[config.mk]
export PLATFORM = sky130hd
export DESIGN_NAME = tap_sitest_ctrl
export DESIGN_NICKNAME = d
export VERILOG_FILES = /design/src/rtl/tap_sitest_ctrl.sv
export SDC_FILE = /design/constraint.sdc
export NUM_CORES = 1
export LEC_CHECK = 0
export BUFFER_PORTS_ARGS = -buffer_cell sky130_fd_sc_hd__buf_2
export CAP_MARGIN = 0
export CORE_MARGIN = 1.5
export CORE_UTILIZATION = 59
export DETAILED_ROUTE_END_ITERATION = 10
export GPL_TIMING_DRIVEN = 0
export PLACE_DENSITY = 0.82
export RECOVER_POWER = 25
export SLEW_MARGIN = 20
export SYNTH_ARGS = -nofsm -noshare
export SYNTH_HDL_FRONTEND = slang
export SYNTH_SLANG_ARGS = --single-unit
[constraint.sdc]
create_clock -name tck -period 2.49 [get_ports tck]
set_clock_uncertainty 0.05 [all_clocks]
set_input_delay 0.1245 -clock tck [delete_from_list [all_inputs] [get_ports tck]]
set_output_delay 0.1245 -clock tck [all_outputs]
set_load 0.1 [all_outputs]
[src/rtl/tap_sitest_ctrl.sv]
module tap_sitest_ctrl #(
  parameter int IR_W = 4,
  parameter logic [IR_W-1:0] EXTEST_OP = '0,
  parameter logic [IR_W-1:0] SITEST_OP = 4'b0110
) (
  input  logic tck,
  input  logic trst_n,
  input  logic tms,
  input  logic tdi,
  input  logic bsr_so,
  output logic tdo,
  output logic tdo_oe,
  output logic bsr_capture,
  output logic bsr_shift,
  output logic bsr_clk_en,
  output logic bsr_update,
  output logic bsr_mode,
  output logic si_en
);
  localparam logic [IR_W-1:0] BYPASS_OP = '1;
  localparam logic [IR_W-1:0] IR_CAP    = {{(IR_W-2){1'b0}}, 2'b01};

  typedef enum logic [3:0] {
    S_RESET, S_IDLE,
    S_SEL_DR, S_CAP_DR, S_SH_DR, S_EX1_DR, S_PA_DR, S_EX2_DR, S_UP_DR,
    S_SEL_IR, S_CAP_IR, S_SH_IR, S_EX1_IR, S_PA_IR, S_EX2_IR, S_UP_IR
  } tap_st_t;

  tap_st_t st, nxt;
  logic [IR_W-1:0] ir, ir_sr;
  logic byp;

  always_comb begin
    unique case (st)
      S_RESET:  nxt = tms ? S_RESET  : S_IDLE;
      S_IDLE:   nxt = tms ? S_SEL_DR : S_IDLE;
      S_SEL_DR: nxt = tms ? S_SEL_IR : S_CAP_DR;
      S_CAP_DR: nxt = tms ? S_EX1_DR : S_SH_DR;
      S_SH_DR:  nxt = tms ? S_EX1_DR : S_SH_DR;
      S_EX1_DR: nxt = tms ? S_UP_DR  : S_PA_DR;
      S_PA_DR:  nxt = tms ? S_EX2_DR : S_PA_DR;
      S_EX2_DR: nxt = tms ? S_UP_DR  : S_SH_DR;
      S_UP_DR:  nxt = tms ? S_SEL_DR : S_IDLE;
      S_SEL_IR: nxt = tms ? S_RESET  : S_CAP_IR;
      S_CAP_IR: nxt = tms ? S_EX1_IR : S_SH_IR;
      S_SH_IR:  nxt = tms ? S_EX1_IR : S_SH_IR;
      S_EX1_IR: nxt = tms ? S_UP_IR  : S_PA_IR;
      S_PA_IR:  nxt = tms ? S_EX2_IR : S_PA_IR;
      S_EX2_IR: nxt = tms ? S_UP_IR  : S_SH_IR;
      S_UP_IR:  nxt = tms ? S_SEL_DR : S_IDLE;
      default:  nxt = S_RESET;
    endcase
  end

  always_ff @(posedge tck or negedge trst_n)
    if (!trst_n) st <= S_RESET;
    else         st <= nxt;

  always_ff @(posedge tck or negedge trst_n) begin
    if (!trst_n) begin
      ir    <= BYPASS_OP;
      ir_sr <= IR_CAP;
      byp   <= 1'b0;
    end else begin
      if (st == S_RESET)     ir <= BYPASS_OP;
      else if (st == S_UP_IR) ir <= ir_sr;
      if (st == S_CAP_IR)     ir_sr <= IR_CAP;
      else if (st == S_SH_IR) ir_sr <= {tdi, ir_sr[IR_W-1:1]};
      if (st == S_CAP_DR)     byp <= 1'b0;
      else if (st == S_SH_DR) byp <= tdi;
    end
  end

  wire live    = (st != S_RESET);
  wire sel_bsr = live && ((ir == EXTEST_OP) || (ir == SITEST_OP));

  assign bsr_mode    = sel_bsr;
  assign si_en       = live && (ir == SITEST_OP);
  assign bsr_capture = sel_bsr && (st == S_CAP_DR);
  assign bsr_shift   = sel_bsr && (st == S_SH_DR);
  assign bsr_clk_en  = bsr_capture || bsr_shift;
  assign bsr_update  = sel_bsr && (st == S_UP_DR);

  always_ff @(negedge tck or negedge trst_n) begin
    if (!trst_n) begin
      tdo    <= 1'b0;
      tdo_oe <= 1'b0;
    end else begin
      tdo_oe <= (st == S_SH_IR) || (st == S_SH_DR);
      if (st == S_SH_IR)      tdo <= ir_sr[0];
      else if (st == S_SH_DR) tdo <= sel_bsr ? bsr_so : byp;
    end
  end
endmodule

-- Word-level counts from Yosys, hierarchy flattened
Index checks and enable logic that the tools add are counted.
W data, S select, Z words.
- bits in registers: 15
- bits in latches: 0
- memory bits (writable): 0
- bits in read-only memories: 0
- input bits: 5
- word-level logic and storage cells: 62
- memories kept: 0
- $add $sub $neg: 0
- $mul: 0
- divide/modulo/power cells: 0
- magnitude comparators: 0
- equality and inequality tests: 16
- shift-type cells: 0
- mux-type cells: 22
- bitwise logic cells: 0
- reductions and logical operators: 18
- operators by type and width (operator ; number):
    $pmux W4 S12 ; 1
    $eq A4 B4 Y1 const B ; 8
    $mux W4 ; 8
    $eq A4 B3 Y1 const B ; 5
    $eq A4 B2 Y1 const B ; 2
    $logic_not A4 Y1 ; 2
    $mux W1 ; 8
    $reduce_bool A2 Y1 ; 4
    $mux W2 ; 3
    $mux W3 ; 2
    $logic_and A1 B1 Y1 ; 5
    $eq A4 B1 Y1 const B ; 1
    $reduce_bool A4 Y1 ; 1
    $reduce_or A2 Y1 ; 2
    $logic_or A1 B1 Y1 ; 3
    $reduce_or A3 Y1 ; 1

-- Longest topological paths before layout
- depth in word-level cells: 6
- depth in mapped cells: 6

==> out/metrics.yaml <==
drt:
  vias: 856
  first_pass_iters: 4
  postRouteAntennaNets: 0
  totalWireLength_um: 2050
  vias_per_cell: 5.94
  drtIter0Drc: 26
  drc: 0
  wl_per_cell_um: 14.2
clock_network:
  cts_buffers: 3
  insertion_delay_ns: 0.29
  cts_root_buffer: "clkbuf_4"
  cts_max_level: 1
  clkSinkCount: 15
  clk_path_buf_depth: 2
  cts_tree: "done"
  clk_pin_slew_ns: 0.10
sta:
  slew_violations: 0
  hold_viol: 0
  tightest_slew_ns: 0.849
  fin_setup_tns_ns: -0.369
  setup_violations: 1
  holdWs_ns: 0.0427
  fin_ws_ns: -0.369
  rsz0062_at_grt: "true"
  max_slew_margin: 0.434
global_route:
  antenna_found_initial: 0
  grt_pass1_vias: 681
  grtUsageTotal: 0.232
  grt_overflow: 0
  grt_max_degree: 16
  grt_pass1_wl_um: 3130
run:
  maxCapViolCount: 0
critical_path:
  crit_type: "reg -> reg"
  rrSetupSlack_ns: -0.37
  worstPathArrival_ns: 1.71
  worstSetupEndpointType: "flop"
  cp.required_ns: 1.34
  crit_path_start_kind: "flop"
  cp_max_fo: 2
floorplanning:
  io_pins: 13
  fp-row-count: 13
  die-area_um2: 1770
  die_x_um: 42.1
  initial_core_util: 0.660
  core_area_um2: 1370
  dieHeight_um: 42.1
cells_and_area:
  stdcell_area_um2: 1090
  utilization: 0.796
  layout_common_cells: "17 x nand2_1, 12 x nor2_1, 11 x o21ai_0, 9 x buf_2, 9 x buf_4"
  area_delta_synth_final_pct: 20.5
  final_layout_size_suffix_gt1_frac: 0.310
  antenna_cells: 0
  fin_nets: 135
  layout_commonest_cell: "nand2_1"
  stdcell_count: 144
placement:
  dpl.hpwl_um: 1340
  portBuffers: 11
  dpl-instance-area_um2: 1000
  place_inst: 135
  pre_cts_ws_ns: -0.438
  finalWeightedCongestion: 0.857
logic_synthesis:
  ys_seq_area_frac: 0.423
  yosys_warnings: 0
  synthArstFlopShare: 1.00
  syn_area_per_cell_um2: 8.28
  synth_area_um2: 902
  syn-num-nets: 114
  synth_seq_cells: 15
  ys_types: 34
  syn-instance-count: 109
  yosys_most_used_dff: "dfrtp_1"
  synth_edf_count: 0
power:
  vdd_ir_drop_max_mv: 0.804
  seqPwrFrac: 0.328
  finalPower_mw: 1.33
  pwr_density_cell_nw_per_um2: 1220
  switchingPower_uw: 634
  combPwrFrac: 0.563
  internal-power_uw: 692
  leakage_nw: 0.505
  clkPwrFrac: 0.109
  switching_share: 0.478
hold_path:
  min_path_type: "in -> reg"
status:
  status: "finished, violations left"
  violations: "setup timing"
[synth_stat cells, types with 4 or more instances]
cell type	n	area share
dfrtp_1	8	0.22
a22oi_1	4	0.033
clkbuf_1	4	0.017
inv_1	4	0.017
nor2_1	12	0.050
nor3_1	4	0.022
a21oi_1	8	0.044
dfstp_2	5	0.15
o21ai_0	11	0.061
nand2_1	17	0.071
[cells by family after synthesis]
| family | Yosys count | synth area share |
|---|---|---|
| flip-flops | 15 | 0.423 |
| XOR/XNOR | 2 | 0.0194 |
| multiplexers | 1 | 0.0111 |
| buffers and inverters | 13 | 0.0666 |
| AND/OR/NAND/NOR | 48 | 0.269 |
| AO/OA/AOI/OAI | 30 | 0.211 |
[registers in the layout, indices dropped and copies added (netlist names)]
register	count
tdo	1
ir	4
st	4
byp	1
tdo_oe	1
ir_sr	4
[worst paths after layout]
kind,from,endpoint,depth (start not counted)
worst max-delay path,st[1],tdo,5
worst min-delay path,tdi,byp,2
worst max register to register,st[1],tdo,5
worst min register to register,ir_sr[0],ir_sr[0],2
max in group asynchronous,trst_n,tdo,2
min in group asynchronous,trst_n,st[3],2
[power groups by stage]
stage                     logic (mW)  clock network, mW  registers (mW)
after floorplan                0.499                  0           0.499
after global placement         0.718                  0           0.400
after detailed placement       0.728                  0           0.402
after CTS                      0.723              0.146           0.433
after global routing           0.801              0.157           0.444
final                          0.746              0.144           0.435
[layer usage]
layer	vias to the layer above	share of wire	global-route usage
met5	-	0	0
met4	0	0.012	0.0938
met3	4	0.046	0.0259
met2	27	0.45	0.363
met1	401	0.49	0.331
li1	424	-	-
[final cells by class]
cell class              count  area (um2)
plain buffers               6        42.5
clock buffers               3        22.5
clock inverters             1        5.00
fillers                   103         279
inverters                   4        15.0
multi-input cells          81         478
flip-flops and latches     15         384
well taps                  15        18.8
repair buffers             19         121
[critical path, cell delays in order, from the launching register on]
cell and delay (ns):
dfrtp_1 0.39, buf_6 0.11, or4_4 0.54, nand3_4 0.09
mux2i_1 0.22, o21ai_2 0.06
[repair_timing]
item,in CTS,in global routing
gates resized for setup,6,3
setup endpoints to repair,4,2
pin swaps,1,0
endpoints found under the hold margin,13,0
buffers inserted,4,3
hold buffers,1,0
Power figures use the tool's default switching activity.
